===== config.mk =====
export PLATFORM = sky130hd
export DESIGN_NAME = adc_seq_ctrl
export DESIGN_NICKNAME = d
export VERILOG_FILES = /design/src/rtl/adc_seq_pkg.sv /design/src/rtl/adc_clk_div.sv /design/src/rtl/adc_trig_edge.sv /design/src/rtl/adc_scan_seq.sv /design/src/rtl/adc_result_bank.sv /design/src/rtl/adc_seq_ctrl.sv
export SDC_FILE = /design/constraint.sdc
export NUM_CORES = 1
export LEC_CHECK = 0
export BUFFER_PORTS_ARGS = -buffer_cell sky130_fd_sc_hd__buf_2
export CAP_MARGIN = 30
export CORE_AREA = 2 2 164 166
export DETAILED_ROUTE_END_ITERATION = 12
export DIE_AREA = 0 0 166 168
export MAX_ROUTING_LAYER = met4
export REMOVE_ABC_BUFFERS = 1
export SYNTH_ARGS = -nofsm -noshare
export SYNTH_HDL_FRONTEND = slang
export SYNTH_HIERARCHICAL = 1
export SYNTH_SLANG_ARGS = --single-unit

===== constraint.sdc =====
create_clock -name clk -period 8.4 [get_ports clk]
set_clock_uncertainty 0.05 [all_clocks]
set_input_delay 0.42 -clock clk [delete_from_list [all_inputs] [get_ports clk]]
set_output_delay 0.42 -clock clk [all_outputs]
set_load 0.02 [all_outputs]

===== src/rtl/adc_seq_pkg.sv =====
// Shared constants, register addresses and word layouts for the
// conversion sequencer. Assumes eight channels and 12-bit results.
package adc_seq_pkg;
    localparam int NUM_CH   = 8;
    localparam int CH_W     = 3;
    localparam int RES_W    = 12;
    localparam int NUM_TRIG = 6;
    localparam int DIV_W    = 8;
    localparam int DW       = 32;
    localparam int AW       = 4;
    localparam int SEL_W    = 3;

    localparam logic [AW-1:0] REG_CTRL   = 4'd0;
    localparam logic [AW-1:0] REG_GLOBAL = 4'd1;
    localparam logic [AW-1:0] REG_IRQEN  = 4'd2;
    localparam logic [AW-1:0] REG_STATUS = 4'd3;

    localparam logic [SEL_W-1:0] START_OFF = 3'd0;
    localparam logic [SEL_W-1:0] START_NOW = 3'd1;

    typedef struct packed {
        logic             fall_edge;
        logic [SEL_W-1:0] start;
        logic             pwr;
        logic             burst;
        logic [DIV_W-1:0] div;
        logic [NUM_CH-1:0] mask;
    } ctrl_t;

    // Unpack a bus word into control fields.
    function automatic ctrl_t ctrl_from_word(input logic [DW-1:0] w);
        ctrl_t c;
        c.mask      = w[7:0];
        c.div       = w[15:8];
        c.burst     = w[16];
        c.pwr       = w[21];
        c.start     = w[26:24];
        c.fall_edge = w[27];
        return c;
    endfunction

    // Pack control fields back into their bus positions.
    function automatic logic [DW-1:0] ctrl_to_word(input ctrl_t c);
        logic [DW-1:0] w;
        w        = '0;
        w[7:0]   = c.mask;
        w[15:8]  = c.div;
        w[16]    = c.burst;
        w[21]    = c.pwr;
        w[26:24] = c.start;
        w[27]    = c.fall_edge;
        return w;
    endfunction

    // Build a result word from its flags, channel and value.
    function automatic logic [DW-1:0] result_word(input logic done, input logic ovr,
                                                  input logic [CH_W-1:0] ch,
                                                  input logic [RES_W-1:0] r);
        logic [DW-1:0] w;
        w        = '0;
        w[15:4]  = r;
        w[26:24] = ch;
        w[30]    = ovr;
        w[31]    = done;
        return w;
    endfunction
endpackage


===== src/rtl/adc_clk_div.sv =====
// Converter clock-enable generator: with en set, tick pulses once every
// div+1 cycles. Assumes div is held constant while en is set.
module adc_clk_div #(
    parameter int DIV_W = 8
) (
    input  logic             clk,
    input  logic             rst_n,
    input  logic             en,
    input  logic [DIV_W-1:0] div,
    output logic             tick
);
    logic [DIV_W-1:0] cnt;

    assign tick = en && (cnt >= div);

    // Count bus cycles up to div, restart on each tick or while disabled.
    always_ff @(posedge clk) begin
        if (!rst_n)            cnt <= '0;
        else if (!en || tick)  cnt <= '0;
        else                   cnt <= cnt + 1'b1;
    end


    tick_gap_chk: assert property (@(posedge clk) disable iff (!rst_n)
        (tick && div != '0) |=> (!tick || div != $past(div)));
endmodule


===== src/rtl/adc_trig_edge.sv =====
// Trigger edge detector: when sel is 2..NT+1, watches trig[sel-2] for the
// polarity given by fall and raises pend until a launch clears it.
// Assumes trigger inputs are already synchronous to clk.
module adc_trig_edge #(
    parameter int NT    = 6,
    parameter int SEL_W = 3
) (
    input  logic             clk,
    input  logic             rst_n,
    input  logic [NT-1:0]    trig,
    input  logic [SEL_W-1:0] sel,
    input  logic             fall,
    input  logic             clear,
    output logic             pend
);
    localparam logic [SEL_W-1:0] FIRST_SEL = SEL_W'(2);

    logic [NT-1:0] prev;
    logic [NT-1:0] rise_v;
    logic [NT-1:0] fall_v;
    logic          hit;

    assign rise_v = trig & ~prev;
    assign fall_v = ~trig & prev;

    // Pick the edge of the selected input with the selected polarity.
    always_comb begin
        hit = 1'b0;
        for (int i = 0; i < NT; i++) begin
            if (sel == FIRST_SEL + SEL_W'(i))
                hit = fall ? fall_v[i] : rise_v[i];
        end
    end

    // Remember last input levels for edge detection.
    always_ff @(posedge clk) begin
        if (!rst_n) prev <= '0;
        else        prev <= trig;
    end

    // Hold a request from the edge until the sequencer launches it.
    always_ff @(posedge clk) begin
        if (!rst_n)     pend <= 1'b0;
        else if (hit)   pend <= 1'b1;
        else if (clear) pend <= 1'b0;
    end


    pend_hold_chk: assert property (@(posedge clk) disable iff (!rst_n)
        (pend && !clear) |=> pend);
endmodule


===== src/rtl/adc_scan_seq.sv =====
// Conversion sequencer: launches conversions on a clock-enable tick when
// the converter is idle, chooses the channel (lowest selected for single
// starts, next selected in ascending order for burst), and forwards the
// returned result to the result bank. Assumes one conv_done per start.
module adc_scan_seq #(
    parameter int NCH = 8,
    parameter int CHW = 3,
    parameter int RW  = 12
) (
    input  logic           clk,
    input  logic           rst_n,
    input  logic           pwr,
    input  logic           burst,
    input  logic [NCH-1:0] mask,
    input  logic           single_req,
    input  logic           tick,
    input  logic           conv_busy,
    input  logic           conv_done,
    input  logic [RW-1:0]  conv_result,
    output logic           conv_start,
    output logic [CHW-1:0] conv_chan,
    output logic           launch,
    output logic           wr_en,
    output logic [CHW-1:0] wr_chan,
    output logic [RW-1:0]  wr_data
);
    localparam logic [CHW-1:0] TOP_CH = CHW'(NCH - 1);

    typedef enum logic {SQ_IDLE, SQ_WAIT} sq_t;

    sq_t            state;
    logic [CHW-1:0] last;
    logic [CHW-1:0] pick;

    // First selected channel strictly after cur, wrapping around.
    function automatic logic [CHW-1:0] after(input logic [NCH-1:0] m,
                                             input logic [CHW-1:0] cur);
        logic [CHW-1:0] res;
        logic           found;
        res   = cur;
        found = 1'b0;
        for (int k = 1; k <= NCH; k++) begin
            if (!found && m[(int'(cur) + k) % NCH]) begin
                res   = CHW'((int'(cur) + k) % NCH);
                found = 1'b1;
            end
        end
        return res;
    endfunction

    // Channel choice: resume the scan in burst, else the lowest selected.
    always_comb pick = burst ? after(mask, last) : after(mask, TOP_CH);

    assign launch = (state == SQ_IDLE) && pwr && tick && !conv_busy &&
                    (mask != '0) && (burst || single_req);

    assign wr_en   = (state == SQ_WAIT) && conv_done;
    assign wr_chan = conv_chan;
    assign wr_data = conv_result;

    // Handshake state, start pulse and channel register.
    always_ff @(posedge clk) begin
        if (!rst_n) begin
            state      <= SQ_IDLE;
            conv_start <= 1'b0;
            conv_chan  <= '0;
        end else begin
            conv_start <= launch;
            if (launch) begin
                conv_chan <= pick;
                state     <= SQ_WAIT;
            end else if (wr_en) begin
                state <= SQ_IDLE;
            end
        end
    end

    // Scan position: the last burst channel; restarts at the top when idle.
    always_ff @(posedge clk) begin
        if (!rst_n)      last <= TOP_CH;
        else if (!burst) last <= TOP_CH;
        else if (launch) last <= pick;
    end


    start_pulse_chk: assert property (@(posedge clk) disable iff (!rst_n)
        conv_start |=> !conv_start);

    pwr_gate_chk: assert property (@(posedge clk) disable iff (!rst_n)
        !pwr |=> !conv_start);

    busy_gate_chk: assert property (@(posedge clk) disable iff (!rst_n)
        conv_busy |=> !conv_start);

    chan_sel_chk: assert property (@(posedge clk) disable iff (!rst_n)
        launch |=> (conv_start && $past(mask[pick])));
endmodule


===== src/rtl/adc_result_bank.sv =====
// Result storage: one result word per channel plus a global word, each
// with done and overrun flags. A write sets done; in burst mode a write
// onto a still-set done raises overrun; a read clears the word's flags.
module adc_result_bank #(
    parameter int NCH = 8,
    parameter int CHW = 3,
    parameter int RW  = 12
) (
    input  logic                    clk,
    input  logic                    rst_n,
    input  logic                    burst,
    input  logic                    wr_en,
    input  logic [CHW-1:0]          wr_chan,
    input  logic [RW-1:0]           wr_data,
    input  logic [NCH-1:0]          ch_rd,
    input  logic                    g_rd,
    output logic [NCH-1:0][RW-1:0]  ch_res,
    output logic [NCH-1:0]          ch_done,
    output logic [NCH-1:0]          ch_ovr,
    output logic [RW-1:0]           g_res,
    output logic [CHW-1:0]          g_chan,
    output logic                    g_done,
    output logic                    g_ovr
);
    genvar gi;
    generate
        for (gi = 0; gi < NCH; gi++) begin : g_ch
            logic hit;
            assign hit = wr_en && (wr_chan == CHW'(gi));

            // Per-channel word: capture on write, clear flags on read.
            always_ff @(posedge clk) begin
                if (!rst_n) begin
                    ch_res[gi]  <= '0;
                    ch_done[gi] <= 1'b0;
                    ch_ovr[gi]  <= 1'b0;
                end else if (hit) begin
                    ch_res[gi]  <= wr_data;
                    ch_done[gi] <= 1'b1;
                    ch_ovr[gi]  <= ch_rd[gi] ? 1'b0
                                   : (ch_ovr[gi] | (burst & ch_done[gi]));
                end else if (ch_rd[gi]) begin
                    ch_done[gi] <= 1'b0;
                    ch_ovr[gi]  <= 1'b0;
                end
            end


            rd_clear_chk: assert property (@(posedge clk) disable iff (!rst_n)
                (ch_rd[gi] && !hit) |=> (!ch_done[gi] && !ch_ovr[gi]));
        end
    endgenerate

    // Global word: follows every write, clears its flags on its own read.
    always_ff @(posedge clk) begin
        if (!rst_n) begin
            g_res  <= '0;
            g_chan <= '0;
            g_done <= 1'b0;
            g_ovr  <= 1'b0;
        end else if (wr_en) begin
            g_res  <= wr_data;
            g_chan <= wr_chan;
            g_done <= 1'b1;
            g_ovr  <= g_rd ? 1'b0 : (g_ovr | (burst & g_done));
        end else if (g_rd) begin
            g_done <= 1'b0;
            g_ovr  <= 1'b0;
        end
    end


    done_set_chk: assert property (@(posedge clk) disable iff (!rst_n)
        wr_en |=> (ch_done[$past(wr_chan)] && g_done));

    ovr_burst_chk: assert property (@(posedge clk) disable iff (!rst_n)
        $rose(g_ovr) |-> $past(burst));
endmodule


===== src/rtl/adc_seq_ctrl.sv =====
// Top of the conversion sequencer: control and interrupt-enable
// registers, read mux with read-to-clear strobes, interrupt line, and
// the divider, trigger, sequencer and result-bank instances.
// Assumes single-cycle bus strobes and a read data path sampled combinationally.
module adc_seq_ctrl
    import adc_seq_pkg::*;
(
    input  logic                clk,
    input  logic                rst_n,
    input  logic                bus_wr,
    input  logic                bus_rd,
    input  logic [AW-1:0]       bus_addr,
    input  logic [DW-1:0]       bus_wdata,
    output logic [DW-1:0]       bus_rdata,
    input  logic [NUM_TRIG-1:0] trig_in,
    output logic                conv_clk_en,
    output logic                conv_start,
    output logic [CH_W-1:0]     conv_chan,
    input  logic                conv_busy,
    input  logic                conv_done,
    input  logic [RES_W-1:0]    conv_result,
    output logic                irq
);
    ctrl_t                        ctrl_q;
    logic [NUM_CH:0]              ien_q;
    logic                         ctrl_wr;
    logic                         tick;
    logic                         trig_pend;
    logic                         launch;
    logic                         single_req;
    logic                         wr_en;
    logic [CH_W-1:0]              wr_chan;
    logic [RES_W-1:0]             wr_data;
    logic [NUM_CH-1:0]            ch_rd;
    logic                         g_rd;
    logic [NUM_CH-1:0][RES_W-1:0] ch_res;
    logic [NUM_CH-1:0]            ch_done;
    logic [NUM_CH-1:0]            ch_ovr;
    logic [RES_W-1:0]             g_res;
    logic [CH_W-1:0]              g_chan;
    logic                         g_done;
    logic                         g_ovr;
    logic [CH_W-1:0]              rd_idx;

    assign ctrl_wr    = bus_wr && (bus_addr == REG_CTRL);
    assign single_req = (ctrl_q.start == START_NOW) || trig_pend;
    assign rd_idx     = bus_addr[CH_W-1:0];
    assign conv_clk_en = tick;

    // Control register; a start-now request clears itself on launch.
    always_ff @(posedge clk) begin
        if (!rst_n)
            ctrl_q <= '0;
        else if (ctrl_wr)
            ctrl_q <= ctrl_from_word(bus_wdata);
        else if (launch && ctrl_q.start == START_NOW)
            ctrl_q.start <= START_OFF;
    end

    // Interrupt-enable register.
    always_ff @(posedge clk) begin
        if (!rst_n)
            ien_q <= '0;
        else if (bus_wr && bus_addr == REG_IRQEN)
            ien_q <= bus_wdata[NUM_CH:0];
    end

    // Read-to-clear strobes for the result words.
    always_comb begin
        ch_rd = '0;
        if (bus_rd && bus_addr[AW-1])
            ch_rd[rd_idx] = 1'b1;
        g_rd = bus_rd && (bus_addr == REG_GLOBAL);
    end

    // Interrupt when any enabled done flag is set.
    always_comb irq = |(ch_done & ien_q[NUM_CH-1:0]) | (g_done & ien_q[NUM_CH]);

    // Register read mux.
    always_comb begin
        bus_rdata = '0;
        if (bus_addr[AW-1]) begin
            bus_rdata = result_word(ch_done[rd_idx], ch_ovr[rd_idx], rd_idx, ch_res[rd_idx]);
        end else begin
            case (bus_addr)
                REG_CTRL:   bus_rdata = ctrl_to_word(ctrl_q);
                REG_GLOBAL: bus_rdata = result_word(g_done, g_ovr, g_chan, g_res);
                REG_IRQEN:  bus_rdata = DW'(ien_q);
                REG_STATUS: bus_rdata = DW'({irq, ch_ovr, ch_done});
                default:    bus_rdata = '0;
            endcase
        end
    end

    adc_clk_div #(.DIV_W(DIV_W)) u_div (
        .clk  (clk),
        .rst_n(rst_n),
        .en   (ctrl_q.pwr),
        .div  (ctrl_q.div),
        .tick (tick)
    );

    adc_trig_edge #(.NT(NUM_TRIG), .SEL_W(SEL_W)) u_trig (
        .clk  (clk),
        .rst_n(rst_n),
        .trig (trig_in),
        .sel  (ctrl_q.start),
        .fall (ctrl_q.fall_edge),
        .clear(launch),
        .pend (trig_pend)
    );

    adc_scan_seq #(.NCH(NUM_CH), .CHW(CH_W), .RW(RES_W)) u_seq (
        .clk        (clk),
        .rst_n      (rst_n),
        .pwr        (ctrl_q.pwr),
        .burst      (ctrl_q.burst),
        .mask       (ctrl_q.mask),
        .single_req (single_req),
        .tick       (tick),
        .conv_busy  (conv_busy),
        .conv_done  (conv_done),
        .conv_result(conv_result),
        .conv_start (conv_start),
        .conv_chan  (conv_chan),
        .launch     (launch),
        .wr_en      (wr_en),
        .wr_chan    (wr_chan),
        .wr_data    (wr_data)
    );

    adc_result_bank #(.NCH(NUM_CH), .CHW(CH_W), .RW(RES_W)) u_bank (
        .clk    (clk),
        .rst_n  (rst_n),
        .burst  (ctrl_q.burst),
        .wr_en  (wr_en),
        .wr_chan(wr_chan),
        .wr_data(wr_data),
        .ch_rd  (ch_rd),
        .g_rd   (g_rd),
        .ch_res (ch_res),
        .ch_done(ch_done),
        .ch_ovr (ch_ovr),
        .g_res  (g_res),
        .g_chan (g_chan),
        .g_done (g_done),
        .g_ovr  (g_ovr)
    );


    start_selfclear_chk: assert property (@(posedge clk) disable iff (!rst_n)
        (launch && ctrl_q.start == START_NOW && !ctrl_wr) |=> (ctrl_q.start == START_OFF));

    irq_mask_chk: assert property (@(posedge clk) disable iff (!rst_n)
        (ien_q == '0) |-> !irq);

    reset_idle_chk: assert property (@(posedge clk)
        !rst_n |=> (!conv_start && !irq));
endmodule


==> key figures, run 1 <==
Global routing
  – Vias in the first global route: just under 8000
  – Largest net degree at the start of global routing: 80
  – Total track usage: 0.204
  – Antenna violations before repair: 0
  – First-pass GRT wire length: 43900 µm
  – GR Overflow Total: 0

Logic synthesis
  – Synth area leader: dfxtp_1
  – Fraction of registers with async set/reset: 0
  – Post-Syn Instances: about 1100
  – FF+latch count, synth: ~180
  – Syn avg cell area: ~9.3 µm²
  – Post-synthesis sequential area ratio: 0.353
  – Syn Std Cell Area: approximately 10000 µm²
  – Main area contributors after synthesis: dfxtp_1 35%, mux2i_1 15%, nand2_1 6.7%
  – YS warnings: 6
  – Ys flop type: dfxtp_1
  – Top cell type's share of synthesized area: 0.353
  – Netlist cell types: 90
  – Post-synth EDFFs: 0

Drt
  – DRT iter0 DRCs: between 700 and 800
  – DRT Wirelength: about 28000 µm
  – Vias per cell: about 5.5
  – Post-route ant nets: 0
  – Wire per inst: about 19 µm
  – DR DRC count: 0
  – Via count: between 8000 and 9000
  – Detailed Routing Iterations Pass 1: 5

Power and ir drop
  – Clock Power Share: 0.451
  – Sw Share: 0.253
  – PD cells: between 150 and 200 nW/µm²
  – Total internal power: roughly 1.4 mW
  – Leakage: ~4.8 nW
  – Sequential fraction of design power: 0.477
  – Switch Pwr: 0.465 mW
  – Combinational power share: 0.073
  – Peak supply drop: approximately 0.00014 V

Worst setup path
  – CP Cell Sequence: inv_1, ha_1, mux2_2, mux4_2, a21o_1, a211oi_2, nor4b_2, a211o_1
  – Critical path data arrival time: between 4000 and 5000 ps
  – WP buf/inv: 1
  – Crit path max fanout: 19
  – Worst EP required: ~8700 ps
  – Crit end category: flop
  – Crit path launch type: flop
  – Slowest-stage cell, CP: ha_1
  – Crit-path max cell delay: 880 ps
  – CP Class: reg -> reg
  – Top cell family by delay on the critical path: multiplexers
  – Flop2flop setup slack: around 4400 ps

Outcome
  – Status: complete, no violations

Die
  – Die height: 168 µm
  – Rows: 60
  – Starting Density: 0.393
  – Die ar.: around 28000 µm²
  – Core area: 26400 µm²
  – Die width: around 170 µm
  – Ports: a little under 100

STA
  – Slew margin rel.: 0.323
  – Fin crit share: 0.474
  – Final critical-path required period: around 4000 ps
  – Hold Slack: ~160 ps
  – RSZ-0062 raised after global routing: no
  – Final setup violation count: 0
  – Fmax: approximately 250 MHz
  – Final hold vios: 0
  – Final setup TNS: 0 ps
  – Max-slew violations: 0
  – Worst slew pin tran: between 1000 and 1500 ps

Finish
  – Post-layout util: 0.427
  – Diode count: 0
  – Final net count: 1192
  – Share of cells above drive strength 1: 0.172
  – Final instance area: between 10000 and 15000 µm²
  – Synth-to-layout area growth: 8.58%

Clock tree
  – Clk root buf: clkbuf_16
  – H-tree depth: 4
  – Post-CTS Setup Bufs: 0
  – CTS Hold Bufs: 0
  – Clock sink count: around 180
  – Clk buf depth: 2
  – CTS tree: built
  – CTS buffer count: 17
  – Post-CTS sizing: 0
  – Clock Latency Late Sink: 440 ps
  – Reg clk slew, reported paths: approximately 70 ps

Worst hold path
  – Worst hold path class: in -> reg

Place
  – GPL Wtd Cong: roughly 0.83
  – Dpl cell area: 10700 µm²
  – Detailed-placement wirelength estimate: between 15000 and 20000 µm
  – IO Port Bufs: 79

Run
  – Max-Cap Viols: 0
## layout by cell type, fill, tap and decap left out, types with 5 or more instances in the layout
master	n
a22o_1	5
xor2_1	5
nor2b_1	30
nand4b_1	14
dfxtp_1	183
mux2i_1	153
mux4_2	14
inv_1	17
a31oi_1	6
a221oi_1	11
inv_6	6
a22oi_1	15
buf_2	77
conb_1	8
ha_1	11
a21o_1	9
and2_1	12
a21oi_1	32
nand3b_1	14
nand2_1	184
and3_1	8
mux2_2	27
o2bb2ai_1	7
a21boi_0	26
nor3_1	5
nand2b_1	19
nand3_1	14
buf_4	17
o21ai_0	29
nand4_1	6
o22ai_1	5
clkbuf_16	17
nor2_1	37
## state kept, by name (all words and copies together) (netlist names)
register / count
ctrl_q: 22
u_bank/g_res: 12
u_bank/g_done: 1
u_bank/g_ovr: 1
u_seq/state: 1
u_bank/ch_ovr: 8
u_seq/conv_chan: 3
ien_q: 9
u_trig/prev: 6
u_bank/ch_res: 96
u_div/cnt: 8
u_bank/ch_done: 8
u_seq/conv_start: 1
u_trig/pend: 1
u_bank/g_chan: 3
u_seq/last: 3
## per-stage QoR
stage | power, mW | setup slack [ps] | std cells
6_report | 1.84 | 4410 | 1475
3_5_place_dp | 1.03 | 4470 | 1443
4_1_cts | 1.85 | 4440 | 1475
3_3_place_gp | 1.03 | 4480 | 1443
2_1_floorplan | 0.955 | 4660 | 1008
5_1_grt | 1.89 | 4250 | 1475
## cell usage after synthesis, types with 5 or more instances
| library cell | instances |
|---|---|
| a21boi_0 | 26 |
| a21o_1 | 9 |
| a21oi_1 | 32 |
| a221oi_1 | 11 |
| a22o_1 | 5 |
| a22oi_1 | 15 |
| a31oi_1 | 6 |
| and2_1 | 12 |
| and3_1 | 8 |
| buf_2 | 20 |
| buf_4 | 31 |
| buf_6 | 16 |
| clkbuf_1 | 42 |
| dfxtp_1 | 183 |
| ha_1 | 11 |
| inv_1 | 17 |
| mux2_2 | 27 |
| mux2i_1 | 153 |
| mux4_2 | 14 |
| nand2_1 | 184 |
| nand2b_1 | 19 |
| nand3_1 | 14 |
| nand3b_1 | 14 |
| nand4_1 | 6 |
| nand4b_1 | 14 |
| nor2_1 | 37 |
| nor2b_1 | 30 |
| nor3_1 | 5 |
| o21ai_0 | 29 |
| o22ai_1 | 5 |
| o2bb2ai_1 | 7 |
| xor2_1 | 5 |
## cell families after synthesis
group                      share of synthesized area
and+or+nand+nor                                0.184
muxes                                          0.224
AOI/OAI and AO/OA                              0.143
DFF                                            0.353
buffers and inverters                         0.0719
adders and majority gates                     0.0133
xor gates and xnor gates                      0.0101
other                                       0.000362
## area by class of cell
type,count,area (µm²)
fill,2582,15100
multi-input combinational,806,5980
sequential,183,3660
timing repair buffer,94,513
clock buffer,19,443
tap,341,427
clock inverter,13,155
inverter,19,71.3
## routing by layer
layer  track usage  up-vias  wire (µm)
met2         0.325      185      13200
met4        0.0510        0        399
li1              -     3960          -
met1         0.277     3981      13400
met3        0.0240       28        986
met5             -        -          0
## worst paths after layout
| check | endpoint | from | cells after the start |
|---|---|---|---|
| setup / recovery | u_seq/conv_chan[0] | u_seq/last[1] | 8 |
| hold reg to reg | u_bank/ch_res[89] | u_bank/ch_res[89] | 2 |
| hold / removal | u_trig/prev[3] | trig_in[3] | 2 |
| setup reg to reg | u_seq/conv_chan[0] | u_seq/last[1] | 8 |
## power by group through the flow
stage               clock network [mW]  registers (mW)  logic, mW
CTS                              0.843           0.875      0.134
floorplan                            0           0.893     0.0621
global placement                     0           0.895      0.133
global route                     0.874           0.875      0.144
detailed placement                   0           0.895      0.133
finish                           0.827           0.875      0.133
(Power assumes the default switching activity.)
==> run 2, diff against run 1 <==
- clock period: 8.4 -> 3.42 ns (I/O delays scaled with it)
==> key figures, run 2 (same netlist as run 1, synthesis figures left out) <==
Finish
  – Share of cells above drive strength 1: 0.175 (was 0.172)
  – Top Registers: u_bank/ch_res: 96 flops, ctrl_q: 22 flops, u_bank/g_res: 12 flops (unchanged)
  – Post-layout util: 0.445 (was 0.427)
  – Fill cells: 2601 (was 2582)
  – Synth-to-layout area growth: 13.1% (was 8.58%)
  – Commonest non-fill, non-tap cells in the layout: 184 x nand2_1, 183 x dfxtp_1, 153 x mux2i_1 (unchanged)
  – Max FFs per register: 96 (unchanged)
  – Diode count: 0 (unchanged)
  – Largest Register: u_bank/ch_res (unchanged)
  – Final net count: 1242 (was 1192)
  – Commonest non-fill, non-tap cell in the layout: nand2_1 (unchanged)

Worst setup path
  – Crit path max fanout: 6 (was 19)
  – Worst EP required: 3690 ps (was 8680 ps)
  – Crit path launch type: flop (unchanged)
  – CP Class: reg -> reg (unchanged)
  – Reg2Reg Depth: 13 (was 8)
  – Critical path data arrival time: 3330 ps (was 4260 ps)
  – Crit end category: flop (unchanged)

Place
  – GPL Wtd Cong: 0.836 (was 0.834)
  – Detailed-placement wirelength estimate: 19200 µm (was 18400 µm)
  – IO Port Bufs: 79 (unchanged)

Die
  – Die width: 166 µm (unchanged)
  – Core area: 26400 µm² (unchanged)
  – Ports: 98 (unchanged)
  – Die ar.: 27900 µm² (unchanged)
  – Rows: 60 (unchanged)
  – Starting Density: 0.393 (unchanged)
  – Die height: 168 µm (unchanged)

STA
  – Worst slew pin tran: 856 ps (was 1010 ps)
  – Max-slew violations: 0 (unchanged)
  – Final setup violation count: 0 (unchanged)
  – RSZ-0062 raised after global routing: no (unchanged)
  – Fin crit share: 0.894 (was 0.474)
  – Fmax: 327 MHz (was 251 MHz)
  – Slew margin rel.: 0.428 (was 0.323)
  – Final hold vios: 0 (unchanged)
  – Final critical-path required period: 3060 ps (was 3990 ps)

Clock tree
  – CTS tree: built (unchanged)
  – Reg clk slew, reported paths: 70 ps (about the same)
  – Clock Latency Late Sink: 430 ps (was 440 ps)
  – Post-CTS Setup Bufs: 0 (unchanged)
  – H-tree depth: 4 (unchanged)
  – Clock sink count: 183 (unchanged)
  – Clk buf depth: 2 (unchanged)
  – CTS buffer count: 17 (unchanged)
  – Clk root buf: clkbuf_16 (unchanged)

Drt
  – Vias per cell: 5.47 (was 5.53)
  – DRT Wirelength: 28600 µm (was 28000 µm)
  – DRT iter0 DRCs: 611 (was 715)
  – Detailed Routing Iterations Pass 1: 5 (unchanged)
  – Wire per inst: 18.7 µm (was 19.0 µm)
  – Post-route ant nets: 0 (unchanged)
  – Via count: 8349 (was 8154)
  – DR DRC count: 0 (unchanged)

Global routing
  – Vias in the first global route: 7984 (was 7740)
  – Largest net degree at the start of global routing: 64 (was 80)
  – Total track usage: 0.209 (was 0.204)
  – Antenna violations before repair: 0 (unchanged)
  – GR Overflow Total: 0 (unchanged)
  – First-pass GRT wire length: 45100 µm (was 43900 µm)

Power and ir drop
  – Switch Pwr: 1.19 mW (was 0.465 mW)
  – Combinational power share: 0.084 (was 0.073)
  – Peak supply drop: 0.000336 V (was 0.000136 V)
  – Leakage: 4.99 nW (was 4.79 nW)
  – Sw Share: 0.268 (was 0.253)
  – Clock Power Share: 0.431 (was 0.451)
  – Total internal power: 3.24 mW (was 1.37 mW)
  – PD cells: 378 nW/µm² (was 163 nW/µm²)
  – Sequential fraction of design power: 0.485 (was 0.477)
  – Design Power: 4.43 mW (was 1.84 mW)

Worst hold path
  – Worst hold path class: in -> reg (unchanged)
  – Worst hold stages: 3 (was 2)

Run
  – Max-Cap Viols: 0 (unchanged)

Outcome
  – Status: complete, no violations (unchanged)
## run 2: cell count changes in the layout (fill, tap and decap cells not counted)
cell	change
buf_4	+9
clkbuf_1	-1
clkinv_4	+3
buf_12	+2
clkinv_2	-1
clkinvlp_4	+2
inv_6	-1
bufinv_16	-2
clkinv_8	+1
dlygate4sd3_1	+39
clkbuf_8	-1
## run 2: routing by layer
metal / vias to the layer above / global-route usage / part of all wire
met5: - / - / 0
met4: 0 / 0.0696 / 0.025
met3: 48 / 0.0277 / 0.036
met2: 204 / 0.327 / 0.47
met1: 4024 / 0.279 / 0.47
li1: 4073 / - / -
## run 2: power groups by stage
stage	Clock, mW	Combinational (mW)	Sequential, mW
detailed placement	0	0.335	2.20
CTS	1.94	0.371	2.15
floorplan	0	0.152	2.19
global placement	0	0.336	2.20
global route	2.03	0.400	2.15
finish	1.91	0.371	2.15
## run 2: worst paths after layout
check / start / slack, ps / endpoint
worst max-delay path: u_div/cnt[0] / 360 / u_seq/last[2]
worst min-delay path: conv_result[10] / 50 / u_bank/g_res[10]
worst max register to register: u_div/cnt[0] / 360 / u_seq/last[2]
worst min register to register: u_bank/ch_res[55] / 410 / u_bank/ch_res[55]
## run 2: per-stage QoR
step | cells | TNS (ps) | hold slack (ps) | cell area [µm²] | setup WS (ps)
floorplan | 1008 | -1260 | 238 | 9720 | -317
global placement | 1454 | 0 | 348 | 10800 | 393
detailed placement | 1454 | 0 | 352 | 10800 | 386
CTS | 1525 | 0 | 24.3 | 11700 | 360
global route | 1525 | 0 | 47.2 | 11700 | 143
finish | 1525 | 0 | 49.9 | 11700 | 364
## run 2: critical path, stage by stage (launching register included)
cell,delay (ps)
dfxtp_1,430
inv_1,70
ha_1,260
nand2b_1,110
a31oi_2,130
nor3_1,160
o21a_1,170
nor4bb_1,390
o21ai_0,180
a31oi_1,260
o21ai_0,150
a211o_1,280
a21oi_1,200
o21ai_1,100
## run 2: repair_timing
action / 4_1_cts / 5_1_grt
endpoints found under the hold margin: 44 / 0
hold buffers: 39 / 0
resized for setup: 0 / 0
## run 2: area by class of cell
type / instances / area (µm²) / share of cell area
Clock inverter: 15 / 139 / 0.0119
Multi-Input combinational cell: 806 / 5980 / 0.510
Sequential cell: 183 / 3660 / 0.313
Inverter: 19 / 71.3 / 0.00609
Timing Repair Buffer: 144 / 1010 / 0.0863
Clock buffer: 17 / 425 / 0.0363
Tap cell: 341 / 427 / 0.0364
==> run 3, diff against run 2 <==
- CORE_AREA: 2 2 164 166 -> 2 2 138 140
- DIE_AREA: 0 0 166 168 -> 0 0 140 142
- PLACE_DENSITY: default -> 0.76
- SYNTH_HIERARCHICAL: 1 -> default
==> key figures, run 3 <==
Logic synthesis
  – Main area contributors after synthesis: dfxtp_1 37%, nand2_1 13%, a21boi_0 10% (was dfxtp_1 35%, mux2i_1 15%, nand2_1 6.7%)
  – Top cell type's share of synthesized area: 0.373 (was 0.353)
  – Most frequent cell after synthesis: nand2_1 (unchanged)
  – Ys flop type: dfxtp_1 (unchanged)
  – Netlist cell types: 74 (was 90)
  – FF+latch count, synth: 183 (unchanged)
  – Synth cell count leaders: 330 x nand2_1, 183 x dfxtp_1, 132 x a21boi_0 (was 184 x nand2_1, 183 x dfxtp_1, 153 x mux2i_1)
  – Fraction of registers with async set/reset: 0 (unchanged)
  – Post-synthesis sequential area ratio: 0.373 (was 0.353)
  – YS warnings: 0 (was 6)
  – Post-Syn Instances: 1199 (was 1111)
  – Post-synth EDFFs: 0 (unchanged)
  – Synth area leader: dfxtp_1 (unchanged)
  – Syn Std Cell Area: 9820 µm² (was 10400 µm²)
  – Syn avg cell area: 8.19 µm² (was 9.33 µm²)

Drt
  – Wire per inst: 18.7 µm (about the same)
  – Vias per cell: 5.93 (was 5.47)
  – DR DRC count: 5 (was 0)
  – Detailed Routing Iterations Pass 1: 11 (was 5)
  – Post-route ant nets: 0 (unchanged)
  – DRT Wirelength: 28100 µm (was 28600 µm)
  – Via count: 8895 (was 8349)
  – DRT iter0 DRCs: 730 (was 611)

Worst setup path
  – Top cell family by delay on the critical path: multiplexers (was compound AO/OA/AOI/OAI gates)
  – Crit end category: flop (unchanged)
  – Flop2flop setup slack: 400 ps (was 360 ps)
  – Crit path launch type: flop (unchanged)
  – Slowest-stage cell, CP: mux4_2 (was dfxtp_1)
  – Worst EP required: 3710 ps (was 3690 ps)
  – Crit path max fanout: 8 (was 6)
  – Critical path data arrival time: 3310 ps (was 3330 ps)
  – CP Cell Sequence: inv_1, ha_1, mux4_2, nor2_1, and2_1, a21boi_1, o32a_1, o21ai_2, nand4_1, o2111a_1 (was inv_1, ha_1, nand2b_1, a31oi_2, nor3_1, o21a_1, nor4bb_1, o21ai_0, a31oi_1, o21ai_0, a211o_1, a21oi_1, o21ai_1)
  – CP Class: reg -> reg (unchanged)
  – WP buf/inv: 1 (unchanged)
  – Crit-path max cell delay: 650 ps (was 430 ps)

STA
  – Final hold vios: 0 (unchanged)
  – RSZ-0062 raised after global routing: no (unchanged)
  – Fin crit share: 0.884 (was 0.894)
  – Final critical-path required period: 3020 ps (was 3060 ps)
  – Fmax: 331 MHz (was 327 MHz)
  – Slew margin rel.: 0.375 (was 0.428)
  – Max-slew violations: 0 (unchanged)
  – Final setup TNS: 0 ps (unchanged)
  – Final setup violation count: 0 (unchanged)
  – Worst slew pin tran: 937 ps (was 856 ps)

Power and ir drop
  – Leakage: 4.13 nW (was 4.99 nW)
  – PD cells: 399 nW/µm² (was 378 nW/µm²)
  – Peak supply drop: 0.000359 V (was 0.000336 V)

Global routing
  – GRT Max-Usage Layer: met2 (unchanged)
  – Largest net degree at the start of global routing: 69 (was 64)
  – Total track usage: 0.292 (was 0.209)
  – GR Overflow Total: 0 (unchanged)
  – Met2 Usage GRT: 0.460 (was 0.327)
  – Antenna violations before repair: 0 (unchanged)
  – Vias in the first global route: 8136 (was 7984)
  – Met1 Track Usage GR: 0.384 (was 0.279)
  – First-pass GRT wire length: 44400 µm (was 45100 µm)
  – Met3 GRT Util: 0.0421 (was 0.0277)

Finish
  – Commonest non-fill, non-tap cell in the layout: nand2_1 (unchanged)
  – Share of cells above drive strength 1: 0.157 (was 0.175)
  – Diode count: 0 (unchanged)
  – Fin cells: 1501 (was 1525)
  – Post-layout util: 0.605 (was 0.445)
  – Fill cells: 1610 (was 2601)
  – Commonest non-fill, non-tap cells in the layout: 330 x nand2_1, 183 x dfxtp_1, 132 x a21boi_0 (was 184 x nand2_1, 183 x dfxtp_1, 153 x mux2i_1)
  – Final net count: 1325 (was 1242)
  – Top Registers: u_bank.ch_res: 96 flops, ctrl_q: 22 flops, u_bank.g_res: 12 flops (was u_bank/ch_res: 96 flops, ctrl_q: 22 flops, u_bank/g_res: 12 flops)
  – Largest Register: u_bank.ch_res (was u_bank/ch_res)
  – Max FFs per register: 96 (unchanged)
  – Synth-to-layout area growth: 13.7% (was 13.1%)

Outcome
  – Failing checks: DRC
  – Status: complete, but fails checks (was complete, no violations)

Place
  – IO Port Bufs: 79 (unchanged)
  – GPL Wtd Cong: 0.888 (was 0.836)
  – DP Cell Count: 1441 (was 1454)
  – Detailed-placement wirelength estimate: 18500 µm (was 19200 µm)

Clock tree
  – Clock Latency Late Sink: 440 ps (was 430 ps)
  – CTS buffer count: 17 (unchanged)
  – Clk root buf: clkbuf_16 (unchanged)
  – Clock sink count: 183 (unchanged)
  – Clk buf depth: 2 (unchanged)
  – Reg clk slew, reported paths: 70 ps (about the same)
  – Post-CTS Setup Bufs: 0 (unchanged)
  – H-tree depth: 4 (unchanged)
  – CTS tree: built (unchanged)

Die
  – Starting Density: 0.532 (was 0.393)
  – Die width: 140 µm (was 166 µm)
  – Die ar.: 19900 µm² (was 27900 µm²)
  – Ports: 98 (unchanged)
  – Die height: 142 µm (was 168 µm)
  – Rows: 50 (was 60)
  – Core area: 18500 µm² (was 26400 µm²)

Run
  – Max-Cap Viols: 0 (unchanged)

Worst hold path
  – Worst hold path class: in -> reg (unchanged)
[run 3: layout make-up]
cell class,count,area (µm²),share of cell area
clock buffer,17,425,0.0381
clock inverter,15,161,0.0145
inverter,30,113,0.0101
sequential,183,3660,0.328
timing repair buffer,136,896,0.0802
multi-input combinational,886,5610,0.503
tap,234,293,0.0262
[run 3: worst reg2reg max path, delay by kind of cell, from the launching register on]
family | cells | cell delay, ps
and+or+nand+nor | 3 | 600
muxes | 1 | 650
buffers and inverters | 1 | 130
adders and majority gates | 1 | 510
DFF | 1 | 340
AOI/OAI and AO/OA | 4 | 640
[run 3: report_power, final]
group          switching, mW  internal, mW  total, mW
clock network          0.940          1.04       1.98
registers             0.0101          2.14       2.15
logic                  0.198         0.129      0.327
[run 3: final timing paths]
path | start | to | depth (start not counted)
hold / removal | conv_result[5] | u_bank.ch_res[5] | 3
setup reg to reg | u_seq.last[0] | u_seq.conv_chan[2] | 10
hold reg to reg | u_bank.ch_res[89] | u_bank.ch_res[89] | 2
setup / recovery | u_seq.last[0] | u_seq.conv_chan[2] | 10
[run 3: logic make-up after synthesis]
logic type | count (synthesis) | share of synthesized area
fa+ha+maj | 11 | 0.0140
simple gates | 487 | 0.207
compound gates | 292 | 0.215
other cells | 1 | 0.000382
mux | 77 | 0.119
buf+inv | 137 | 0.0614
flops | 183 | 0.373
xor+xnor | 11 | 0.00981
[run 3: timing repair]
| action | 4_1_cts | 5_1_grt |
|---|---|---|
| hold endpoints to repair | 37 | 0 |
| resized for setup | 0 | 0 |
| hold buffers | 28 | 0 |
[run 3: per-stage QoR]
stage | hold WS (ps) | area (µm²) | total power, mW | worst slack [ps]
6_report | 14.0 | 11200 | 4.45 | 396
5_1_grt | 14.9 | 11200 | 4.57 | 136
4_1_cts | 2.88 | 11200 | 4.46 | 425
3_5_place_dp | 351 | 10300 | 2.49 | 449
3_3_place_gp | 350 | 10300 | 2.49 | 483
2_1_floorplan | 186 | 9350 | 2.32 | 221
[run 3: metal layers]
layer / share of wire / up-vias
li1: - / 4219
met1: 0.43 / 4241
met2: 0.47 / 375
met3: 0.073 / 60
met4: 0.028 / 0
met5: 0 / -
